## src/rtl/serial_rx_pkg.sv

```systemverilog
package serial_rx_pkg;
  typedef enum logic [1:0] {
    PAR_NONE  = 2'd0,
    PAR_CHECK = 2'd1,
    PAR_FORCE = 2'd2,
    PAR_ADDR  = 2'd3
  } par_mode_e;

  typedef enum logic [2:0] {
    RX_IDLE,
    RX_START,
    RX_DATA,
    RX_PAR,
    RX_STOP
  } rx_state_e;
endpackage

```

## src/rtl/rx_deser.sv

```systemverilog
module rx_deser
  import serial_rx_pkg::*;
#(
  parameter int DW   = 8,
  parameter int OSR  = 16,
  parameter int SYNC = 2
) (
  input  logic          clk,
  input  logic          rst,
  input  logic          tick,
  input  logic          rxd,
  input  logic [1:0]    cfg_len,
  input  par_mode_e     cfg_pmode,
  input  logic          cfg_psel,
  output logic          done,
  output logic [DW-1:0] done_data,
  output logic          done_fe,
  output logic          done_pe
);
  localparam int CW  = $clog2(OSR);
  localparam int BW  = $clog2(DW);
  localparam int NBW = $clog2(DW + 1);
  localparam logic [CW-1:0] HALF = CW'(OSR / 2 - 1);
  localparam logic [CW-1:0] FULL = CW'(OSR - 1);

  logic [SYNC-1:0] sync_q;
  logic            rxd_s;
  rx_state_e       st;
  logic [CW-1:0]   cnt;
  logic [BW-1:0]   bidx;
  logic [DW-1:0]   sh;
  logic            pacc;
  logic            pbit;
  logic [NBW-1:0]  nbits;
  logic [BW-1:0]   last_idx;
  logic            pe_calc;

  always_ff @(posedge clk) begin
    if (rst) sync_q <= '1;
    else     sync_q <= {sync_q[SYNC-2:0], rxd};
  end
  assign rxd_s = sync_q[SYNC-1];

  assign nbits    = NBW'(5) + NBW'(cfg_len);
  assign last_idx = BW'(nbits - 1'b1);

  always_comb begin
    case (cfg_pmode)
      PAR_CHECK: pe_calc = pacc ^ pbit ^ cfg_psel;
      PAR_FORCE: pe_calc = pbit ^ cfg_psel;
      PAR_ADDR:  pe_calc = pbit;
      default:   pe_calc = 1'b0;
    endcase
  end

  always_ff @(posedge clk) begin
    if (rst) begin
      st        <= RX_IDLE;
      cnt       <= '0;
      bidx      <= '0;
      sh        <= '0;
      pacc      <= 1'b0;
      pbit      <= 1'b0;
      done      <= 1'b0;
      done_data <= '0;
      done_fe   <= 1'b0;
      done_pe   <= 1'b0;
    end else begin
      done <= 1'b0;
      if (tick) begin
        case (st)
          RX_IDLE: begin
            cnt <= '0;
            if (!rxd_s) st <= RX_START;
          end
          RX_START: begin
            if (cnt == HALF) begin
              cnt  <= '0;
              bidx <= '0;
              pacc <= 1'b0;
              st   <= rxd_s ? RX_IDLE : RX_DATA;
            end else cnt <= cnt + 1'b1;
          end
          RX_DATA: begin
            if (cnt == FULL) begin
              cnt  <= '0;
              sh   <= {rxd_s, sh[DW-1:1]};
              pacc <= pacc ^ rxd_s;
              if (bidx == last_idx) st <= (cfg_pmode != PAR_NONE) ? RX_PAR : RX_STOP;
              else bidx <= bidx + 1'b1;
            end else cnt <= cnt + 1'b1;
          end
          RX_PAR: begin
            if (cnt == FULL) begin
              cnt  <= '0;
              pbit <= rxd_s;
              st   <= RX_STOP;
            end else cnt <= cnt + 1'b1;
          end
          RX_STOP: begin
            if (cnt == FULL) begin
              cnt       <= '0;
              st        <= RX_IDLE;
              done      <= 1'b1;
              done_data <= sh >> (NBW'(DW) - nbits);
              done_fe   <= ~rxd_s;
              done_pe   <= pe_calc;
            end else cnt <= cnt + 1'b1;
          end
          default: st <= RX_IDLE;
        endcase
      end
    end
  end


  done_pulse_chk: assert property (@(posedge clk) disable iff (rst)
    done |=> !done);


  start_from_idle_chk: assert property (@(posedge clk) disable iff (rst)
    (st == RX_IDLE && $past(st) != RX_IDLE && !$past(rst)) |-> $past(st) == RX_START || $past(st) == RX_STOP);


  no_tick_hold_chk: assert property (@(posedge clk) disable iff (rst)
    (!tick) |=> $stable(st) && $stable(cnt));
endmodule

```

## src/rtl/rx_fifo.sv

```systemverilog
module rx_fifo #(
  parameter int W     = 10,
  parameter int DEPTH = 3,
  parameter int CNTW  = $clog2(DEPTH + 1)
) (
  input  logic            clk,
  input  logic            rst,
  input  logic            push,
  input  logic [W-1:0]    wdata,
  input  logic            pop,
  output logic [W-1:0]    rdata,
  output logic [CNTW-1:0] count,
  output logic            empty,
  output logic            full,
  output logic            room
);
  localparam int AW = (DEPTH > 1) ? $clog2(DEPTH) : 1;
  localparam logic [AW-1:0] LAST = AW'(DEPTH - 1);

  logic [W-1:0]  mem [DEPTH];
  logic [AW-1:0] wp;
  logic [AW-1:0] rp;
  logic          pop_eff;

  assign empty   = (count == '0);
  assign full    = (count == CNTW'(DEPTH));
  assign pop_eff = pop && !empty;
  assign room    = !full || pop_eff;
  assign rdata   = mem[rp];

  always_ff @(posedge clk) begin
    if (push) mem[wp] <= wdata;
  end

  always_ff @(posedge clk) begin
    if (rst) begin
      wp    <= '0;
      rp    <= '0;
      count <= '0;
    end else begin
      if (push)    wp <= (wp == LAST) ? '0 : wp + 1'b1;
      if (pop_eff) rp <= (rp == LAST) ? '0 : rp + 1'b1;
      if (push && !pop_eff)      count <= count + 1'b1;
      else if (!push && pop_eff) count <= count - 1'b1;
    end
  end


  no_overflow_chk: assert property (@(posedge clk) disable iff (rst)
    push |-> (count != CNTW'(DEPTH)) || pop);


  count_bound_chk: assert property (@(posedge clk) disable iff (rst)
    count <= CNTW'(DEPTH));


  empty_pop_chk: assert property (@(posedge clk) disable iff (rst)
    (pop && empty && !push) |=> empty);
endmodule

```

## src/rtl/serial_rx_status.sv

```systemverilog
module serial_rx_status
  import serial_rx_pkg::*;
#(
  parameter int DW    = 8,
  parameter int OSR   = 16,
  parameter int DEPTH = 3
) (
  input  logic          clk,
  input  logic          rst,
  input  logic          sample_en,
  input  logic          rxd,
  input  logic [1:0]    cfg_len,
  input  logic [1:0]    cfg_pmode,
  input  logic          cfg_psel,
  input  logic          clr_err,
  input  logic          pop,
  output logic          rx_rdy,
  output logic          fifo_full,
  output logic [DW-1:0] rx_data,
  output logic          err_frame,
  output logic          err_parity,
  output logic          err_overrun
);
  localparam int EW   = DW + 2;
  localparam int CNTW = $clog2(DEPTH + 1);

  logic          done;
  logic [DW-1:0] done_data;
  logic          done_fe;
  logic          done_pe;
  logic [EW-1:0] new_ent;
  logic [EW-1:0] hold_q;
  logic          hold_v;
  logic          push;
  logic [EW-1:0] wdata;
  logic [EW-1:0] head;
  logic [CNTW-1:0] count;
  logic          empty;
  logic          full;
  logic          room;
  logic          ovr_set;

  rx_deser #(.DW(DW), .OSR(OSR), .SYNC(2)) u_deser (
    .clk       (clk),
    .rst       (rst),
    .tick      (sample_en),
    .rxd       (rxd),
    .cfg_len   (cfg_len),
    .cfg_pmode (par_mode_e'(cfg_pmode)),
    .cfg_psel  (cfg_psel),
    .done      (done),
    .done_data (done_data),
    .done_fe   (done_fe),
    .done_pe   (done_pe)
  );

  assign new_ent = {done_data, done_fe, done_pe};

  always_comb begin
    push  = 1'b0;
    wdata = hold_q;
    if (hold_v) begin
      push  = room;
      wdata = hold_q;
    end else if (done) begin
      push  = room;
      wdata = new_ent;
    end
  end

  assign ovr_set = hold_v && done && !room;

  always_ff @(posedge clk) begin
    if (rst) begin
      hold_v      <= 1'b0;
      hold_q      <= '0;
      err_overrun <= 1'b0;
    end else begin
      if (hold_v) begin
        if (done)      hold_q <= new_ent;
        else if (room) hold_v <= 1'b0;
      end else if (done && !room) begin
        hold_v <= 1'b1;
        hold_q <= new_ent;
      end
      if (ovr_set)      err_overrun <= 1'b1;
      else if (clr_err) err_overrun <= 1'b0;
    end
  end

  rx_fifo #(.W(EW), .DEPTH(DEPTH), .CNTW(CNTW)) u_fifo (
    .clk   (clk),
    .rst   (rst),
    .push  (push),
    .wdata (wdata),
    .pop   (pop),
    .rdata (head),
    .count (count),
    .empty (empty),
    .full  (full),
    .room  (room)
  );

  assign rx_rdy     = !empty;
  assign fifo_full  = full;
  assign rx_data    = head[EW-1:2];
  assign err_frame  = head[1];
  assign err_parity = head[0];


  overrun_sticky_chk: assert property (@(posedge clk) disable iff (rst)
    (err_overrun && !clr_err) |=> err_overrun);


  overrun_set_chk: assert property (@(posedge clk) disable iff (rst)
    (done && hold_v && !room) |=> err_overrun && hold_v);


  hold_only_when_full_chk: assert property (@(posedge clk) disable iff (rst)
    hold_v |-> full);
endmodule

```

## config.mk

```make
export PLATFORM = sky130hd
export DESIGN_NAME = serial_rx_status
export DESIGN_NICKNAME = d
export VERILOG_FILES = /design/src/rtl/serial_rx_pkg.sv /design/src/rtl/rx_deser.sv /design/src/rtl/rx_fifo.sv /design/src/rtl/serial_rx_status.sv
export SDC_FILE = /design/constraint.sdc
export NUM_CORES = 1
export LEC_CHECK = 0
export BUFFER_PORTS_ARGS = -buffer_cell sky130_fd_sc_hd__buf_2
export CAP_MARGIN = 25
export CORE_ASPECT_RATIO = 0.75
export CORE_MARGIN = 2
export CORE_UTILIZATION = 50
export DETAILED_ROUTE_END_ITERATION = 10
export GPL_TIMING_DRIVEN = 0
export HOLD_SLACK_MARGIN = 0.06
export PLACE_DENSITY = 0.68
export RECOVER_POWER = 50
export SLEW_MARGIN = 20
export SYNTH_ARGS = -nofsm -noshare
export SYNTH_HDL_FRONTEND = slang
export SYNTH_HIERARCHICAL = 1
export SYNTH_SLANG_ARGS = --single-unit
```

## constraint.sdc

```tcl
create_clock -name clk -period 5.2 [get_ports clk]
set_clock_uncertainty 0.15 [all_clocks]
set_input_delay 0.52 -clock clk [delete_from_list [all_inputs] [get_ports clk]]
set_output_delay 0.52 -clock clk [all_outputs]
set_load 0.05 [all_outputs]
```

Yosys cells after proc, flatten, opt, wreduce, memory -nomap -nowiden. Memories as Yosys holds them, arrays and structs flattened. A register that Yosys moved wholly into a read port is not among the register bits. Index checks and enable logic that the tools add are counted.

Output and inout bits: 13. Bits of input ports: 11. Flip-flop bits (word level): 51. Memory bits (writable): 30. Logic and storage cells: 125. Memories: 1.

Shift-type cells: 1. Add/subtract/negate cells: 9. Bitwise operators: 7. Reductions and logical operators: 29. Equality and inequality tests: 20. Muxes and demuxes: 41.

Memories: u_fifo.mem (words 3, width 10, read ports 1, clocked after memory_dff 1, wr ports 1, RTL line rx_fifo.sv:20) `logic [W-1:0] mem [DEPTH];`.

Operator list (number): 2-to-1 mux 10 bit (4); 2-to-1 mux 3 bit (10); one-hot mux 3 bit (5 select lines) (1); 2-to-1 mux 2 bit (7); 2-to-1 mux 1 bit (13); one-hot mux 4 bit (3 select lines) (1); equality test 2 bit, second input constant (5); inequality test 2 x 1 -> 1 bit, second input constant (5); nonzero test 2 bit (5); AND reduction 3 bit (3); 2-to-1 mux 4 bit (2); >> shifter 8 x 4 -> 8 bit (1); AND reduction 7 bit (1); adder 2 x 1 -> 2 bit, second input constant (3); equality test 3 x 2 -> 1 bit, second input constant (2); logical AND 1 bit (6); one-hot mux 3 bit (2 select lines) (1); OR reduction 3 bit (2); zero test 1 bit (5); AND reduction 5 bit (1); adder 3 x 2 -> 4 bit, first input constant (1); adder 4 x 1 -> 4 bit, second input constant (1); equality test 4 x 3 -> 1 bit, second input constant (1); equality test 4 bit, second input constant (1); other kinds (19) (25).

Longest topological paths before layout. Gate-level depths: netlist of the first run.

Depth after elaboration: 10. Depth in mapped cells: 7.

Cells and area by module. The synthesis of the first run kept the hierarchy.

Modules (own cells, without submodules): rx_deser (cells each 196, instances 1, area an instance 1710.4 um^2, sequential area each 660.6 um^2); rx_fifo (cells each 97, instances 1, area an instance 1423.9 um^2, sequential area each 1061.0 um^2); serial_rx_status (cells each 66, instances 1, area an instance 663.1 um^2, sequential area each 240.2 um^2).

Least setup slack after synthesis of the first run. Ideal clock, no wire load.

Path type: register to register. From: reg u_fifo.count[0]. To: mem u_fifo.mem[0][0] (enable). Setup slack: 2.787 ns. Clock period less this slack: 2.413 ns. Data arrival time: 1.871 ns. Stages on the path, launching flop included: 6. Setup time: 0.392 ns. Cells stage by stage: dfxtp_1 and2_2 nand2b_1 o21a_1 inv_1 nor3_1.

Elaborated cells between the ends (all ways): 10. Those cells by class: 1 x eq/ne; 4 x mux; 5 x reduce/logical.

RTL lines: from (decl) (RTL line rx_fifo.sv:12) `output logic [CNTW-1:0] count,`; from (signal assigned) (RTL line rx_fifo.sv:43) `if (push && !pop_eff) count <= count + 1'b1;`; from (signal assigned) (RTL line rx_fifo.sv:44) `else if (!push && pop_eff) count <= count - 1'b1;`; equality test 2 bit (*) (RTL line rx_fifo.sv:26) `assign full = (count == CNTW'(DEPTH));`; named net fifo_full (RTL line serial_rx_status.sv:18) `output logic fifo_full,`; zero test 1 bit (*) (RTL line rx_fifo.sv:28) `assign room = !full || pop_eff;`; logical OR 1 bit (*) (RTL line rx_fifo.sv:28); named net room (RTL line serial_rx_status.sv:40) `logic room;`; 2-to-1 mux 1 bit (RTL line serial_rx_status.sv:65) `end else if (done) begin`; 2-to-1 mux 1 bit (*) (RTL line serial_rx_status.sv:62) `if (hold_v) begin`; named net push (RTL line serial_rx_status.sv:34) `logic push;`; 2-to-1 mux 1 bit (*) (RTL line rx_fifo.sv:32) `if (push) mem[wp] <= wdata;`; 2-to-1 mux 1 bit (implied by the code) (*) (RTL line rx_fifo.sv:32); to (decl) (RTL line rx_fifo.sv:20).

The timed path passes the listed nets; every way through them passes the cells marked *.

Worst setup path in the final report of the first run.
From: reg u_fifo.count[0]. To: mem u_fifo.mem[0][8] (enable).

Word-level cells in the longest chain between the ends: 8. Elaborated cells between the ends (all ways): 10. Those cells by class: 1 x eq/ne; 4 x mux; 5 x reduce/logical.

RTL lines: zero test 2 bit (RTL line rx_fifo.sv:25) `assign empty = (count == '0);`; zero test 1 bit (RTL line rx_fifo.sv:27) `assign pop_eff = pop && !empty;`; logical AND 1 bit (RTL line rx_fifo.sv:27); logical OR 1 bit (*) (RTL line rx_fifo.sv:28); named net room (RTL line serial_rx_status.sv:40); 2-to-1 mux 1 bit (RTL line serial_rx_status.sv:65); 2-to-1 mux 1 bit (*) (RTL line serial_rx_status.sv:62); named net push (RTL line serial_rx_status.sv:34); 2-to-1 mux 1 bit (*) (RTL line rx_fifo.sv:32); 2-to-1 mux 1 bit (implied by the code) (*) (RTL line rx_fifo.sv:32).

Marked as above.

==> impl_metrics.csv, run 1 <==
group,metric,value,unit
final_layout,antenna_cells,0,
setup_path,reg2reg_to,"u_fifo/mem[0][8]",
clock_network,clk_latency,0.34,ns
setup_path,rr_worst_depth,6,
floorplan,core,0.00736,mm2
final_layout,final_common_cell,"dfxtp_1",
final_layout,fillers,659,
clock_network,clockRootBuffer,"clkbuf_8",
routing,highest_layer,"met4",
floorplan,pin_count,24,
clock_network,path_clk_slew,0.08,ns
power,comb_power_share,0.045,
placement,dp.final_hpwl,5220,um
placement,place.gp.congestion,0.857,
setup_path,crit_type,"register to register",
setup_path,critPathBufInv,2,
clock_network,post_cts_resized,0,
timing,rsz0062_at_grt,"false",
routing,routedWlPerCell,14.3,um
synthesis,synth_top_family_by_area,"simple AND/OR/NAND/NOR gates",
hold_path,hold_depth,2,
floorplan,start_util,0.516,
clock_network,cts_tree,"done",
floorplan,placement_rows,27,
synthesis,ys_seq_area_frac,0.517,
global_routing,grt_pass1_wl,12100,um
floorplan,die_w,105,um
setup_path,cp_data_arrival_time,2.27,ns
placement,io_buffers,21,
routing,wl_met3,269,um
setup_path,r2r_slack,2.83,ns
power,p_int,1030,uW
routing,dr_wl_met2,3220,um
routing,routed_wl,7140,um
timing,worstMarginPinSlew,0.911,ns
hold_path,min_path_type,"input port to register",
hold_path,whs_endpoint,"u_deser/sync_q[0]",
power,clock_power_share,0.431,
synthesis,synth_nets,376,
timing,drv_slew,0,
synthesis,synth_xor_area_frac,0.0115,
synthesis,synth-main-ff-cell,"dfxtp_1",
clock_network,cts_buffer_depth,2,
global_routing,grtUsageTotal,0.183,
power,seqPwrFrac,0.524,
global_routing,antenna_found_initial,0,
setup_path,endpoint_kind,"register",
routing,wirelength_met1,3600,um
setup_path,max_stage_delay,0.60,ns
synthesis,synth-compound-area-share,0.0979,
timing,period_share,0.455,
synthesis,muxShareOfSynthArea,0.149,
synthesis,syn-mean-instance-area,10.6,um2
timing,final-setup-viol-count,0,
routing,drt_iter0_drc,116,
synthesis,synthCells,359,
synthesis,ys_types,54,
run_status,status,"complete, no violations",
routing,drtAntennaViolNets,0,
setup_path,critPathMaxFanout,7,
timing,fin_tns_setup,0,ns
power,pwr_density_cell,303,mW/mm2
setup_path,startpoint_type,"register",
timing,period_needed,2.37,ns
power,finalPower,1290,uW
synthesis,synth_edf_count,30,
setup_path,required,5.10,ns
clock_network,h-tree-depth,3,
timing,slew_headroom,0.391,
power,switchingPower,262,uW
floorplan,dieHeight,79.5,um
clock_network,numCtsBuffers,9,
routing,vias,2672,
synthesis,synth-simple-area-share,0.168,
clock_network,cts_sinks,83,
final_layout,fin_nets,409,
final_layout,layout_common_cells,"dfxtp_1, mux2i_1, edfxtp_1",
final_layout,area_delta_synth_final,12.1,%
setup_path,path_delay_family,"simple AND/OR/NAND/NOR gates",
power,switching_share,0.204,
power,irDropWorstVdd,0.000161,V
routing,firstDrtPassIters,5,
final_layout,drive_gt1_frac,0.126,
clock_network,postCtsSetupRepairBufs,0,
routing,post-route-drc-count,0,
floorplan,dieArea,0.00831,mm2
global_routing,grt_max_degree,15,
run,maxCapViolCount,0,
synthesis,synth_warnings,6,
synthesis,synthAdderAreaFrac,0.0224,
hold_path,hp-start,"rxd",
global_routing,grt_pass1_vias,2576,
synthesis,synth_area,0.00380,mm2
global_routing,grt.overflow.total,0,
timing,hold_violations,0,
setup_path,cpMaxStageDelayCell,"nor3_1",
clock_network,cts_hold_buf,0,
timing,fmax,422,MHz
setup_path,r2r_start,"u_fifo/count[0]",
synthesis,synth-seq-cells,83,
routing,via_per_inst,5.37,
synthesis,async_reset_ff_frac,0,
power,leakagePower,0.00162,uW
setup_path,worstPathCellList,"and2_2 -> nand2b_1 -> o21a_1 -> inv_1 -> nor3_1 -> buf_4",
sequential cells by signal (all words and copies together) (netlist names), 2 cells and up, named ones only:
register,flops
u_deser/cnt,4
u_deser/done_data,8
u_deser/sync_q,2
hold_q,10
u_deser/bidx,3
u_deser/sh,8
u_fifo/mem,30
u_fifo/wp,2
u_fifo/count,2
u_deser/st,3
u_fifo/rp,2
worst max path at each step:
stage | cells past startpoint | end | from | slack [ns]
after floorplan | 5 | u_fifo/mem[0][0] | u_fifo/count[0] | 2.79
after global placement | 5 | u_fifo/mem[0][9] | pop | 2.27
after detailed placement | 7 | u_deser/done_data[5] | sample_en | 2.84
after CTS | 7 | u_deser/done_data[5] | u_deser/cnt[0] | 2.88
after global routing | 7 | u_deser/done_data[4] | u_deser/cnt[0] | 2.64
final | 6 | u_fifo/mem[0][8] | u_fifo/count[0] | 2.83
per-stage QoR:
step	utilization	instances	hold slack [ns]	area, um2	setup WS [ns]
5_1_grt	0.578	498	0.201	4260	2.64
2_1_floorplan	-	359	0.239	3800	2.79
3_5_place_dp	0.549	482	0.246	4040	2.84
3_3_place_gp	0.547	481	0.242	4030	2.27
4_1_cts	0.583	498	0.197	4290	2.88
6_report	0.578	498	0.211	4260	2.83
worst register-to-register path: stages (launching register included):
cell,delay [ns]
dfxtp_1,0.35
and2_2,0.21
nand2b_1,0.13
o21a_1,0.24
inv_1,0.09
nor3_1,0.60
buf_4,0.30
cell families after synthesis:
group                      after synthesis
xor gates and xnor gates                 5
DFF                                     83
AOI/OAI and AO/OA                       63
adders and majority gates                7
buffers and inverters                   30
and+or+nand+nor                        117
muxes                                   54
cells in the mapped netlist, drive strengths merged (3+ instances only):
cell type  instances  area (um2)
nand4              3        18.8
mux2i             42         420
nand2b            25         156
or2                3        18.8
nand3              3        15.0
nand4b             4        35.0
ha                 6        75.1
nand2             29         109
nor2              22        90.1
edfxtp            30         901
a21oi             23         123
inv               10        37.5
or3                5        31.3
xnor2              3        26.3
mux2              11         124
clkbuf            14        53.8
dfxtp             53        1060
o21ai             26         134
or3b               3        28.8
nor3               6        30.0
buf                6        37.5
nor2b              3        18.8
nor3b              3        22.5
per-layer routing:
layer / global-route usage / vias to the layer above
li1: - / 1340
met1: 0.240 / 1290
met2: 0.300 / 38
met3: 0.0588 / 4
met4: 0.0400 / 0
met5: 0 / -
power by group through the flow:
| stage | sequential, uW | clock, uW | combinational (uW) |
|---|---|---|---|
| 3_5_place_dp | 691 | 0 | 59.1 |
| 3_3_place_gp | 691 | 0 | 58.6 |
| 4_1_cts | 676 | 568 | 59.4 |
| 6_report | 676 | 556 | 58.0 |
| 2_1_floorplan | 690 | 0 | 44.0 |
| 5_1_grt | 677 | 597 | 63.8 |
cell type report:
cell class                      count  area, um2  share of cell area
Sequential cell                    83       1960               0.461
Multi-Input combinational cell    246       1690               0.397
Clock buffer                       10        138              0.0323
Tap cell                          101        126              0.0297
Clock inverter                      6        111              0.0262
Timing Repair Buffer               22        108              0.0253
Buffer                             20       86.3              0.0203
Inverter                           10       37.5             0.00882
(Power assumes the default switching activity.)
==> inputs of run 2 (changes only) <==
PLACE_DENSITY = 0.7   (was 0.68)
clock period = 2.1 ns   (was 5.2 ns; I/O delays follow)
==> run 2 against run 1 <==
Wire length is 0.60% higher. Cell area is 1.9% higher. Register-to-register slack worse by 2.8 ns. Highest routed layer unchanged.
==> impl_metrics.csv, run 2 (same netlist as run 1, synthesis figures left out) <==
group,metric,value,unit
clock_network,cts_sinks,83,
final_layout,fin_nets,416,
timing,layout_setup_ws,0.0225,ns
hold_path,min_path_type,"input port to register",
timing,period_share,0.989,
global_routing,grt_pass1_vias,2582,
timing,holdWs,0.157,ns
clock_network,h-tree-depth,3,
routing,routed_wl,7180,um
floorplan,dieArea,0.00831,mm2
setup_path,r2r_start,"u_deser/st[1]",
routing,drtAntennaViolNets,0,
final_layout,area_delta_synth_final,14.2,%
floorplan,pin_count,24,
timing,period_needed,2.08,ns
placement,io_buffers,21,
placement,dp.final_hpwl,5120,um
clock_network,clk_latency,0.36,ns
placement,place.gp.congestion,0.852,
final_layout,largest_reg_flops,30,
global_routing,antenna_found_initial,0,
routing,routedWlPerCell,14.2,um
setup_path,required,2.20,ns
setup_path,worstPathCellList,"buf_2 -> nor3b_1 -> a221o_1 -> mux2_2",
final_layout,reg_top3,"u_fifo/mem x30, hold_q x10",
timing,worstMarginPinSlew,0.588,ns
setup_path,crit_type,"register to register",
clock_network,path_clk_slew,0.08,ns
setup_path,critPathBufInv,1,
hold_path,hp-start,"cfg_psel",
final_layout,fin_util,0.589,
floorplan,dieHeight,79.5,um
timing,drv_slew,0,
clock_network,cts_buffer_depth,2,
timing,fmax,481,MHz
routing,post-route-drc-count,0,
routing,via_per_inst,5.34,
setup_path,critPathMaxFanout,10,
setup_path,startpoint_type,"register",
power,pwr_density_cell,718,mW/mm2
final_layout,fin_area,0.00434,mm2
hold_path,hold_depth,4,
floorplan,core,0.00736,mm2
final_layout,fillers,656,
routing,wirelength_met1,3590,um
hold_path,whs_endpoint,"u_deser/done_pe",
clock_network,numCtsBuffers,9,
final_layout,top_register,"u_fifo/mem",
routing,vias,2698,
final_layout,layout_common_cells,"dfxtp_1, mux2i_1, edfxtp_1",
routing,highest_layer,"met4",
global_routing,grt_pass1_wl,12300,um
global_routing,grtUsageTotal,0.188,
routing,firstDrtPassIters,4,
setup_path,endpoint_kind,"register",
setup_path,cpMaxStageDelayCell,"nor3b_1",
power,leakagePower,0.00159,uW
routing,wl_met3,228,um
global_routing,grt.overflow.total,0,
placement,dpl_worst_slack,-0.290,ns
routing,dr_wl_met2,3300,um
run,maxCapViolCount,0,
setup_path,reg2reg_to,"u_deser/st[2]",
run_status,status,"complete, no violations",
floorplan,start_util,0.516,
floorplan,die_w,105,um
timing,final-setup-viol-count,0,
final_layout,drive_gt1_frac,0.158,
floorplan,placement_rows,27,
power,irDropWorstVdd,0.000406,V
setup_path,max_stage_delay,0.47,ns
final_layout,final_common_cell,"dfxtp_1",
setup_path,path_delay_family,"simple AND/OR/NAND/NOR gates",
setup_path,r2r_slack,0.02,ns
placement,dpl_cell_area,0.00403,mm2
timing,slew_headroom,0.607,
setup_path,rr_worst_depth,4,
clock_network,cts_tree,"done",
timing,hold_violations,0,
final_layout,antenna_cells,0,
clock_network,clockRootBuffer,"clkbuf_8",
routing,drt_iter0_drc,96,
timing,rsz0062_at_grt,"true",
setup_path,cp_data_arrival_time,2.17,ns
global_routing,grt_max_degree,18,
[run 2: changes by cell type in the layout (fill, tap and decap cells not counted), moves of 2 or more]
cell,before,now
bufinv_16,3,0
clkbuf_1,19,14
clkbuf_2,1,6
dlygate4sd3_1,0,6
inv_6,1,3
nor2_1,22,19
nor2_2,0,2
[run 2: routing by layer]
metal  track usage  vias up
li1              -     1360
met1         0.251     1303
met2         0.301       29
met3        0.0580        6
met4        0.0480        0
met5             0        -
[run 2: worst min-delay path, cell delays in order]
cell and delay (ns):
buf_2 0.08, xnor2_1 0.08, a21oi_1 0.15, o31ai_1 0.08
[run 2: report_power, final]
part           leakage [uW]  switching (uW)  internal [uW]
Clock              0.000108             627            534
Sequential         0.000729            10.6           1660
Combinational      0.000753             189           88.4
[run 2: how the worst max path moves through the flow]
stage                         start                to  slack (ns)  depth (start not counted)
floorplan           u_fifo/count[0]  u_fifo/mem[0][0]       0.005                          5
global route          u_deser/st[1]     u_deser/st[2]       -0.06                          4
global placement    u_fifo/count[0]  u_fifo/mem[0][9]       -0.21                          5
finish                u_deser/st[1]     u_deser/st[2]        0.02                          4
CTS                   u_deser/st[2]     u_deser/st[2]        0.01                          5
detailed placement  u_fifo/count[0]  u_fifo/mem[0][9]       -0.29                          5
[run 2: layout make-up]
class | count | area, um2 | area share
tap | 101 | 126 | 0.0291
buffer | 19 | 91.3 | 0.0211
clock inverter | 6 | 62.6 | 0.0144
timing repair buffer | 30 | 195 | 0.0450
sequential | 83 | 1960 | 0.453
clock buffer | 10 | 149 | 0.0343
multi-input combinational | 246 | 1710 | 0.395
inverter | 10 | 37.5 | 0.00866
[run 2: metrics by stage]
stage	total power [uW]	setup TNS, ns	std cells
after floorplan	1920	0	359
after global placement	1980	-4.25	481
after detailed placement	1980	-5.93	481
after CTS	3150	0	506
after global routing	3240	-0.819	505
final	3110	0	505
[run 2: repair_timing]
action / CTS / global route
gates cloned: 0 / 0
setup buffers: 3 / 0
pin swaps: 2 / 0
endpoints found under the setup margin: 39 / 38
hold buffers: 6 / 0
gates resized for setup: 5 / 9
endpoints found under the hold margin: 10 / 0
